$ cat src/rtl/cs_wait_pkg.sv
package cs_wait_pkg;

   // area type carried with each bus cycle start
   typedef enum logic [1:0] {
      AREA_EXT  = 2'b00,
      AREA_IROM = 2'b01,
      AREA_IRAM = 2'b10,
      AREA_PERI = 2'b11
   } area_e;

   // cycle sequencer state
   typedef enum logic [1:0] {
      ST_IDLE = 2'b00,
      ST_EXT  = 2'b01,
      ST_PERI = 2'b10
   } cyc_st_e;

endpackage

$ cat src/rtl/cs_wait_regs.sv
module cs_wait_regs #(
   parameter int NUM_CS      = 8,
   parameter int FIELD_W     = 3,
   parameter int IMPL_FIELDS = 8,
   parameter int DATA_W      = 16,
   parameter int RST_CODE    = 3,
   parameter int SEL_W       = 1
) (
   input  logic                        clk,
   input  logic                        rst_n,
   input  logic                        wr_en,
   input  logic [SEL_W-1:0]            sel,
   input  logic [DATA_W-1:0]           wdata,
   output logic [DATA_W-1:0]           rdata,
   output logic [NUM_CS*FIELD_W-1:0]   fields
);

   localparam int SLOT_W = FIELD_W + 1;
   localparam int SPR    = DATA_W / SLOT_W;

   genvar f;
   generate
      for (f = 0; f < NUM_CS; f++) begin : g_field
         if (f < IMPL_FIELDS) begin : g_live
            logic [FIELD_W-1:0] code_q;
            always_ff @(posedge clk or negedge rst_n) begin
               if (!rst_n)
                  code_q <= FIELD_W'(RST_CODE);
               else if (wr_en && (sel == SEL_W'(f / SPR)))
                  code_q <= wdata[(f % SPR)*SLOT_W +: FIELD_W];
            end
            assign fields[f*FIELD_W +: FIELD_W] = code_q;
         end else begin : g_dead
            assign fields[f*FIELD_W +: FIELD_W] = '0;
         end
      end
   endgenerate

   // read mux: pad bits stay zero
   always_comb begin
      rdata = '0;
      for (int k = 0; k < NUM_CS; k++) begin
         if (sel == SEL_W'(k / SPR))
            rdata[(k % SPR)*SLOT_W +: FIELD_W] = fields[k*FIELD_W +: FIELD_W];
      end
   end

endmodule

$ cat src/rtl/cs_wait_sel.sv
module cs_wait_sel #(
   parameter int NUM_CS  = 8,
   parameter int FIELD_W = 3,
   parameter int CS_W    = 3
) (
   input  logic [NUM_CS*FIELD_W-1:0] fields,
   input  logic [CS_W-1:0]           cs,
   output logic [FIELD_W-1:0]        code
);

   always_comb begin
      code = '0;
      for (int k = 0; k < NUM_CS; k++) begin
         if (cs == CS_W'(k))
            code = fields[k*FIELD_W +: FIELD_W];
      end
   end

endmodule

$ cat src/rtl/cs_wait_ctr.sv
module cs_wait_ctr
   import cs_wait_pkg::*;
#(
   parameter int FIELD_W = 3
) (
   input  logic               clk,
   input  logic               rst_n,
   input  logic               start,
   input  area_e              area,
   input  logic [FIELD_W-1:0] code,
   input  logic               periph_rdy,
   output logic               rdy,
   output logic               wait_o
);

   cyc_st_e            st_q;
   logic [FIELD_W-1:0] cnt_q;

   always_comb begin
      rdy    = 1'b0;
      wait_o = 1'b0;
      unique case (st_q)
         ST_IDLE: begin
            if (start) begin
               unique case (area)
                  AREA_EXT:  rdy = (code == '0);
                  AREA_PERI: rdy = periph_rdy;
                  default:   rdy = 1'b1;
               endcase
               wait_o = !rdy;
            end
         end
         ST_EXT: begin
            rdy    = (cnt_q == '0);
            wait_o = !rdy;
         end
         ST_PERI: begin
            rdy    = periph_rdy;
            wait_o = !rdy;
         end
         default: ;
      endcase
   end

   always_ff @(posedge clk or negedge rst_n) begin
      if (!rst_n) begin
         st_q  <= ST_IDLE;
         cnt_q <= '0;
      end else begin
         unique case (st_q)
            ST_IDLE: begin
               if (start && !rdy) begin
                  if (area == AREA_PERI) begin
                     st_q <= ST_PERI;
                  end else begin
                     st_q  <= ST_EXT;
                     cnt_q <= code - FIELD_W'(1);
                  end
               end
            end
            ST_EXT: begin
               if (cnt_q == '0) st_q <= ST_IDLE;
               else             cnt_q <= cnt_q - FIELD_W'(1);
            end
            ST_PERI: begin
               if (periph_rdy) st_q <= ST_IDLE;
            end
            default: st_q <= ST_IDLE;
         endcase
      end
   end

endmodule

$ cat src/rtl/cs_wait_gen.sv
module cs_wait_gen
   import cs_wait_pkg::*;
#(
   parameter int NUM_CS      = 8,
   parameter int FIELD_W     = 3,
   parameter int IMPL_FIELDS = 8,
   parameter int DATA_W      = 16,
   parameter int RST_CODE    = 3,
   localparam int SLOT_W     = FIELD_W + 1,
   localparam int NUM_REGS   = NUM_CS / (DATA_W / SLOT_W),
   localparam int SEL_W      = (NUM_REGS > 1) ? $clog2(NUM_REGS) : 1,
   localparam int CS_W       = (NUM_CS > 1) ? $clog2(NUM_CS) : 1
) (
   input  logic              clk,
   input  logic              rst_n,
   input  logic              reg_wr,
   input  logic [SEL_W-1:0]  reg_sel,
   input  logic [DATA_W-1:0] reg_wdata,
   output logic [DATA_W-1:0] reg_rdata,
   input  logic              cyc_start,
   input  logic [1:0]        cyc_area,
   input  logic [CS_W-1:0]   cyc_cs,
   input  logic              periph_rdy,
   output logic              bus_rdy,
   output logic              bus_wait
);

   // elaboration-time parameter checks
   generate
      if (FIELD_W < 1) begin : g_bad_fw
         $error("FIELD_W must be at least 1");
      end
      if (DATA_W % SLOT_W != 0) begin : g_bad_dw
         $error("DATA_W must be a multiple of FIELD_W+1");
      end
      if (NUM_CS % (DATA_W / SLOT_W) != 0) begin : g_bad_cs
         $error("NUM_CS must fill whole registers");
      end
      if (IMPL_FIELDS > NUM_CS) begin : g_bad_impl
         $error("IMPL_FIELDS exceeds NUM_CS");
      end
      if (RST_CODE >= (1 << FIELD_W)) begin : g_bad_rst
         $error("RST_CODE does not fit FIELD_W");
      end
   endgenerate

   logic [NUM_CS*FIELD_W-1:0] fields;
   logic [FIELD_W-1:0]        code;

   cs_wait_regs #(
      .NUM_CS(NUM_CS), .FIELD_W(FIELD_W), .IMPL_FIELDS(IMPL_FIELDS),
      .DATA_W(DATA_W), .RST_CODE(RST_CODE), .SEL_W(SEL_W)
   ) u_regs (
      .clk(clk), .rst_n(rst_n), .wr_en(reg_wr), .sel(reg_sel),
      .wdata(reg_wdata), .rdata(reg_rdata), .fields(fields)
   );

   cs_wait_sel #(
      .NUM_CS(NUM_CS), .FIELD_W(FIELD_W), .CS_W(CS_W)
   ) u_sel (
      .fields(fields), .cs(cyc_cs), .code(code)
   );

   cs_wait_ctr #(
      .FIELD_W(FIELD_W)
   ) u_ctr (
      .clk(clk), .rst_n(rst_n), .start(cyc_start),
      .area(area_e'(cyc_area)), .code(code), .periph_rdy(periph_rdy),
      .rdy(bus_rdy), .wait_o(bus_wait)
   );

endmodule

$ cat config.mk
export PLATFORM = sky130hd
export DESIGN_NAME = cs_wait_gen
export DESIGN_NICKNAME = d
export VERILOG_FILES = /design/src/rtl/cs_wait_pkg.sv /design/src/rtl/cs_wait_regs.sv /design/src/rtl/cs_wait_sel.sv /design/src/rtl/cs_wait_ctr.sv /design/src/rtl/cs_wait_gen.sv
export SDC_FILE = /design/constraint.sdc
export NUM_CORES = 1
export LEC_CHECK = 0
export CORE_MARGIN = 2
export CORE_UTILIZATION = 40
export DETAILED_ROUTE_END_ITERATION = 16
export PLACE_DENSITY = 0.67
export SLEW_MARGIN = 20
export SYNTH_ARGS = -nofsm -noshare
export SYNTH_HDL_FRONTEND = slang
export SYNTH_HIERARCHICAL = 1
export SYNTH_SLANG_ARGS = --single-unit
$ cat constraint.sdc
create_clock -name clk -period 3.3 [get_ports clk]
set_clock_uncertainty 0.2 [all_clocks]
set_input_delay 0.66 -clock clk [delete_from_list [all_inputs] [get_ports clk]]
set_output_delay 0.66 -clock clk [all_outputs]
set_load 0.02 [all_outputs]
==> results of run 1 <==
-- cell usage after synthesis, drive strengths merged (2+ instances only) --
| master | instances | area share, % |
|---|---|---|
| mux2 | 37 | 25 |
| dfstp | 16 | 23 |
| dfrtp | 13 | 18 |
| buf | 9 | 4.5 |
| nand2 | 8 | 2.3 |
| nor2 | 8 | 1.8 |
| o21ai | 6 | 1.6 |
| mux2i | 5 | 2.7 |
| a21oi | 4 | 1.1 |
| nor2b | 4 | 1.5 |
| ha | 3 | 2.1 |
| inv | 3 | 0.62 |
| nand3 | 3 | 0.82 |
| a221o | 2 | 1.1 |
| a2bb2oi | 2 | 0.96 |
| a32oi | 2 | 0.96 |
| and2 | 2 | 0.68 |
| mux4 | 2 | 2.9 |
| nor3 | 2 | 0.82 |
-- sequential cells by signal (all words and copies together), names as in the netlist --
signal                        flops
u_ctr/cnt_q                       3
u_ctr/st_q                        2
u_regs/g_field.g_live.code_q     24
-- metrics by stage --
step	std cells	TNS [ns]	area [sq um]
finish	254	-0.0368	2460
global placement	243	-1.87	2310
global route	254	-0.210	2460
floorplan	148	0	1840
detailed placement	243	-2.34	2310
CTS	254	-0.0293	2460
-- area by class of cell --
type                       count  area [sq um]  area share (%)
inverter                       3          11.3           0.458
clock buffer                   8          90.1            3.67
timing repair buffer          55           515            21.0
sequential                    29           746            30.4
tap                           52          65.1            2.65
multi-input combinational    107          1030            41.9
-- critical path, cell delays in order --
cell	delay [ns]
buf_8	0.10
buf_6	0.13
buf_6	0.12
or2b_1	0.16
nor2_1	0.05
a221o_1	0.29
a2bb2oi_2	0.23
nor4b_4	0.09
a211o_2	0.31
nand3_1	0.08
o211ai_1	0.08
buf_4	0.17
-- power by group through the flow --
stage               clock (uW)  sequential, uW  combinational (uW)
floorplan                    0             497                 373
detailed placement           0             522                 554
global placement             0             515                 538
CTS                        312             519                 569
global route               328             532                 610
finish                     298             520                 564
-- cell families (layout without fill, tap and decap cells) --
kind of cell / Yosys count / after routing
compound gates: 20 / 20
xor+xnor: 2 / 2
fa+ha+maj: 3 / 3
buf+inv: 12 / 66
flops: 29 / 29
mux: 44 / 44
other cells: 1 / 4
simple gates: 34 / 34
-- what timing repair did --
action                                  in CTS  in global routing
gates resized for setup                     40                  0
buffers inserted                             5                  0
endpoints found under the setup margin       2                  2
pin swaps                                    9                  0
-- cells in the final DEF, fill, tap and decap left out, types with 4 or more instances in the layout --
cell type and instances:
clkdlybuf4s50_1 31, mux2_2 26, buf_4 19, dfstp_2 16
dfrtp_1 13, mux2_4 11, nor2_1 7, clkbuf_8 6
nand2_1 5, o21ai_0 5, mux2i_1 5, a21oi_1 4
conb_1 4
-- path summary, 6_finish.rpt --
kind / startpoint / to / slack [ns] / depth (start not counted)
min in group asynchronous: rst_n / u_regs/g_field[1].g_live.code_q[2] / 0.65 / 1
setup / recovery: cyc_cs[0] / bus_rdy / -0.03 / 12
setup reg to reg: u_regs/g_field[4].g_live.code_q[0] / u_ctr/cnt_q[2] / 0.57 / 13
hold reg to reg: u_regs/g_field[1].g_live.code_q[2] / u_regs/g_field[1].g_live.code_q[2] / 0.35 / 1
max in group asynchronous: rst_n / u_regs/g_field[4].g_live.code_q[1] / 1.53 / 2
hold / removal: u_regs/g_field[1].g_live.code_q[2] / u_regs/g_field[1].g_live.code_q[2] / 0.35 / 1
-- routing by layer --
metal	vias to the layer above	track usage [%]	routed length (um)
met5	-	0	0
li1	631	-	-
met3	7	4.78	187
met4	0	6.08	63
met1	647	21.5	1790
met2	34	29.7	2020
==> results.py, run 1 <==
metrics = {
    "setup_path": {
        "critical_path_class": "input pin to output pin",
        "cp-end-kind": "output pin",
        "required_ns": 2.44,
        "worstPathArrival_ns": 2.47,
        "crit_fanout": 6,
        "start_kind": "input pin",
    },
    "placed_design": {
        "place.gp.congestion": 0.868,
        "portBuffers": 36,
        "post-dp-hpwl_um": 2970,
        "post-place-ws_ns": -1.00,
    },
    "detailed_routing": {
        "vias": 1319,
        "vias_per_cell": 5.19,
        "drt_wl_total_um": 4060,
        "dr.pass1.iters": 5,
        "ant_nets": 0,
        "drc": 0,
        "avgRoutedWirePerCell_um": 16.0,
        "drt_iter0_markers": 50,
    },
    "pwr": {
        "pwr-share-comb_pct": 40.8,
        "pwr-share-seq_pct": 37.6,
        "power.total_uw": 1380,
        "powerDensity_nw_per_um2": 563,
        "power.leakage_uw": 0.00104,
        "p_sw_uw": 453,
        "max-vdd-ir-drop_mv": 0.289,
        "p_sw_share_pct": 32.8,
        "clockPowerShare_pct": 21.6,
        "intPower_uw": 928,
    },
    "timing": {
        "setup_ws_ns": -0.0267,
        "hold_viol_final": 0,
        "finalCritPeriodShare_pct": 101,
        "fmax_ghz": 0.301,
        "tightest_slew_ns": 0.802,
        "min_period_ns": 3.33,
        "slew_headroom_pct": 46.4,
        "slew_viol_final": 0,
        "hold_ws_ns": 0.350,
        "rsz0062_at_grt": "true",
        "setup_viol": 2,
    },
    "floorplanning": {
        "rows": 24,
        "die_w_um": 71.6,
        "die_area_sq_um": 5130,
        "coreArea_sq_um": 4380,
        "top_level_ports": 45,
        "die_h_um": 71.6,
        "initial_core_util_pct": 41.7,
    },
    "cells_and_area": {
        "nNetsFinal": 231,
        "areaGrowthSynthToFinish_pct": 34.4,
        "drive_above_1_share_pct": 49.0,
        "n_antenna_cell": 0,
        "fin_util_pct": 56.0,
        "n_fill_cell": 381,
    },
    "clocking": {
        "cts-buffers-inserted": 5,
        "htree_levels": 2,
        "path_clk_slew_ns": 0.06,
        "cts_sinks": 29,
        "cts_tree": "yes",
        "clock-root-buffer": "clkbuf_8",
        "cts_max_path_buffers": 2,
        "worstSkewPairLatency_ns": 0.28,
        "cts_hold_buffers": 0,
    },
    "yosys": {
        "muxShareOfSynthArea_pct": 30.5,
        "syn_area_per_cell_sq_um": 12.6,
        "synthCells": 145,
        "ys_warn_count": 6,
        "ys_ff_latch": 29,
        "synthXorXnorAreaFrac_pct": 0.958,
        "synth_ff_type": "dfstp_2",
        "synth-seq-area-share_pct": 40.8,
        "syn_area_sq_um": 1830,
        "synthSimpleGateAreaFrac_pct": 12.7,
        "synth_edf_count": 0,
        "synth_fa_ha_area_share_pct": 2.05,
        "synth_compound_area_share_pct": 7.73,
        "synth_top_family_by_area": "multiplexers",
        "synth_cell_types": 41,
        "async_flop_share_pct": 100,
    },
    "worst_hold_path": {
        "hold_path_class": "flop to flop",
    },
    "global_routing": {
        "grt_pass1_wl_um": 6900,
        "grt_max_degree": 18,
        "grt.overflow.total": 0,
        "grt_pass1_vias": 1478,
        "grt_usage_pct": 17.5,
        "antenna_found_initial": 0,
    },
    "outcome": {
        "status": "finished, violations left",
        "violations": "negative setup slack",
    },
    "flow_run": {
        "cap_violations": 0,
    },
}
Note: power is estimated with default switching activity, not from simulation.
==> inputs of run 2 (changes only) <==
SYNTH_HIERARCHICAL = not set   (was 1)
==> run 2 against run 1 <==
Net effect: the run now ends clean; non-clock buffer count grew 11; die area grew 3.4%; via count grew 16%; synthesized cell count grew 13%; global-route usage grew 0.56 points.
==> results.py, run 2 <==
metrics = {
    "floorplanning": {
        "rows": 25,
        "initial_core_util_pct": 40.9,
        "top_level_ports": 45,
        "die_area_sq_um": 5300,
        "die_h_um": 72.8,
        "die_w_um": 72.8,
        "coreArea_sq_um": 4630,
    },
    "detailed_routing": {
        "vias": 1527,
        "drt_wl_total_um": 4540,
        "dr.pass1.iters": 4,
        "avgRoutedWirePerCell_um": 16.0,
        "drt_iter0_markers": 35,
        "ant_nets": 0,
        "vias_per_cell": 5.38,
        "drc": 0,
    },
    "timing": {
        "tightest_slew_ns": 0.592,
        "rsz0062_at_grt": "false",
        "setup_viol": 0,
        "slew_viol_final": 0,
        "min_period_ns": 3.23,
        "finalCritPeriodShare_pct": 97.9,
        "fmax_ghz": 0.309,
        "slew_headroom_pct": 60.4,
        "hold_viol_final": 0,
    },
    "placed_design": {
        "dp.cells": 266,
        "portBuffers": 36,
        "post_dp_cell_area_sq_um": 2410,
        "place.gp.congestion": 0.892,
        "post-dp-hpwl_um": 3280,
    },
    "cells_and_area": {
        "final_cell_mix": "mux2_2 (36), buf_4 (30), clkdlybuf4s50_1 (29), dfstp_2 (16), dfrtp_1 (13)",
        "reg_top3": "u_regs.g_field.g_live.code_q (24), u_ctr.cnt_q (3), u_ctr.st_q (2)",
        "n_antenna_cell": 0,
        "top_register": "u_regs.g_field.g_live.code_q",
        "nNetsFinal": 259,
        "fin_cells": 284,
        "areaGrowthSynthToFinish_pct": 40.9,
        "largest_reg_flops": 24,
        "fin_area_sq_um": 2670,
        "final_common_cell": "mux2_2",
        "drive_above_1_share_pct": 53.5,
        "fin_util_pct": 57.6,
    },
    "yosys": {
        "synth_ff_type": "dfstp_2",
        "synth_most_common_cell": "mux2_2",
        "synth_compound_area_share_pct": 15.9,
        "synth_top_cell_by_area": "mux2_2",
        "yosys-top-cells-count": "mux2_2 (38), dfstp_2 (16), dfrtp_1 (13), a21oi_1 (11), nor2_1 (8)",
        "syn_area_sq_um": 1890,
        "ys_ff_latch": 29,
        "synth_fa_ha_area_share_pct": 1.98,
        "synth_top_family_by_area": "multiplexers",
        "synth_area_leaders": "mux2_2 (23%), dfstp_2 (22%), dfrtp_1 (17%)",
        "synthCells": 164,
        "syn_area_per_cell_sq_um": 11.6,
        "synth-seq-area-share_pct": 39.4,
        "ys_warn_count": 0,
        "synthDominantCellAreaShare_pct": 22.6,
        "synth_cell_types": 48,
        "synthXorXnorAreaFrac_pct": 0,
        "synthSimpleGateAreaFrac_pct": 9.78,
        "async_flop_share_pct": 100,
        "synth_edf_count": 0,
        "muxShareOfSynthArea_pct": 27.3,
    },
    "clocking": {
        "cts_sinks": 29,
        "cts-buffers-inserted": 5,
        "cts_max_path_buffers": 2,
        "clock-root-buffer": "clkbuf_8",
        "path_clk_slew_ns": 0.06,
        "cts_tree": "yes",
        "worstSkewPairLatency_ns": 0.28,
        "htree_levels": 2,
    },
    "setup_path": {
        "required_ns": 2.44,
        "worstPathArrival_ns": 2.37,
        "cp-end-kind": "output pin",
        "critical_path_class": "input pin to output pin",
        "start_kind": "input pin",
        "worstRegToRegCells": 15,
        "crit_fanout": 11,
    },
    "outcome": {
        "status": "finished, final reports clean",
    },
    "pwr": {
        "power.total_uw": 1510,
        "power.leakage_uw": 0.00113,
        "max-vdd-ir-drop_mv": 0.280,
        "powerDensity_nw_per_um2": 567,
    },
    "global_routing": {
        "grt_pass1_vias": 1664,
        "antenna_found_initial": 0,
        "grt.overflow.total": 0,
        "grt_pass1_wl_um": 7480,
        "grt_max_degree": 30,
        "grt_usage_pct": 18.1,
    },
    "worst_hold_path": {
        "whs_path_depth": 1,
        "hold_path_class": "flop to flop",
    },
    "flow_run": {
        "cap_violations": 0,
    },
}
==> run 2: cell types whose count changed after synthesis, sizes merged, moves of 3 or more <==
cell    before  now
a21oi        4   12
clkbuf       0    5
nand2        8    4
and3b        0    3
buf          9    6
mux2        37   40
==> run 2: worst paths after layout <==
kind | start | end | slack, ns
worst min-delay path | u_regs.g_field[4].g_live.code_q[2] | u_regs.g_field[4].g_live.code_q[2] | 0.33
max in group asynchronous | rst_n | u_regs.g_field[6].g_live.code_q[0] | 2.02
worst max register to register | u_regs.g_field[2].g_live.code_q[0] | u_ctr.cnt_q[2] | 0.20
worst min register to register | u_regs.g_field[4].g_live.code_q[2] | u_regs.g_field[4].g_live.code_q[2] | 0.33
min in group asynchronous | rst_n | u_ctr.cnt_q[0] | 0.57
worst max-delay path | cyc_cs[0] | bus_wait | 0.07
==> run 2: what timing repair did <==
item	in CTS	in global routing
gates resized for setup	40	12
setup buffers	13	0
endpoints found under the setup margin	2	3
pin swaps	9	3
hold buffers	0	0
==> run 2: cells by family (layout without fill, tap and decap cells) <==
| family | Yosys count | count (layout) |
|---|---|---|
| AO/OA/AOI/OAI | 36 | 36 |
| other | 1 | 4 |
| flip-flops | 29 | 29 |
| buffers and inverters | 17 | 80 |
| adder cells (fa/ha/maj) | 3 | 3 |
| AND/OR/NAND/NOR | 33 | 33 |
| multiplexers | 45 | 45 |
==> run 2: power by group <==
part           leakage, uW  internal (uW)  switching [uW]  total, uW
registers         0.000323            450            70.5        520
clock network    0.0000542            188             130        318
logic             0.000752            366             308        674
==> run 2: per-layer routing <==
metal	global-route usage, %	wire length, um	vias to the layer above
met5	0	0	-
met4	4.94	57	0
met3	4.14	152	9
met2	33.8	2420	35
met1	20.5	1910	748
li1	-	-	735
==> run 2: metrics by stage <==
stage / setup WS (ns) / hold slack, ns / setup TNS, ns
after floorplan: 0.147 / 0.164 / 0
after global placement: -0.895 / 0.309 / -1.88
after detailed placement: -0.972 / 0.318 / -2.05
after CTS: -0.0118 / 0.332 / -0.0118
after global routing: 0.00952 / 0.354 / 0
final: 0.0686 / 0.325 / 0
==> run 2: critical path: stages <==
cell,delay (ns)
buf_8,0.12
mux2_4,0.31
a21oi_2,0.13
o221a_2,0.26
o22ai_2,0.09
a221o_2,0.38
nand4_1,0.13
o221ai_2,0.11
buf_4,0.18
==> run 2: final cells by class <==
cell class | count | area [sq um]
flip-flops and latches | 29 | 746
multi-input cells | 121 | 1120
clock buffers | 7 | 96.3
clock inverters | 1 | 5.00
fillers | 390 | 1960
well taps | 54 | 67.6
inverters | 6 | 27.5
repair buffers | 66 | 603
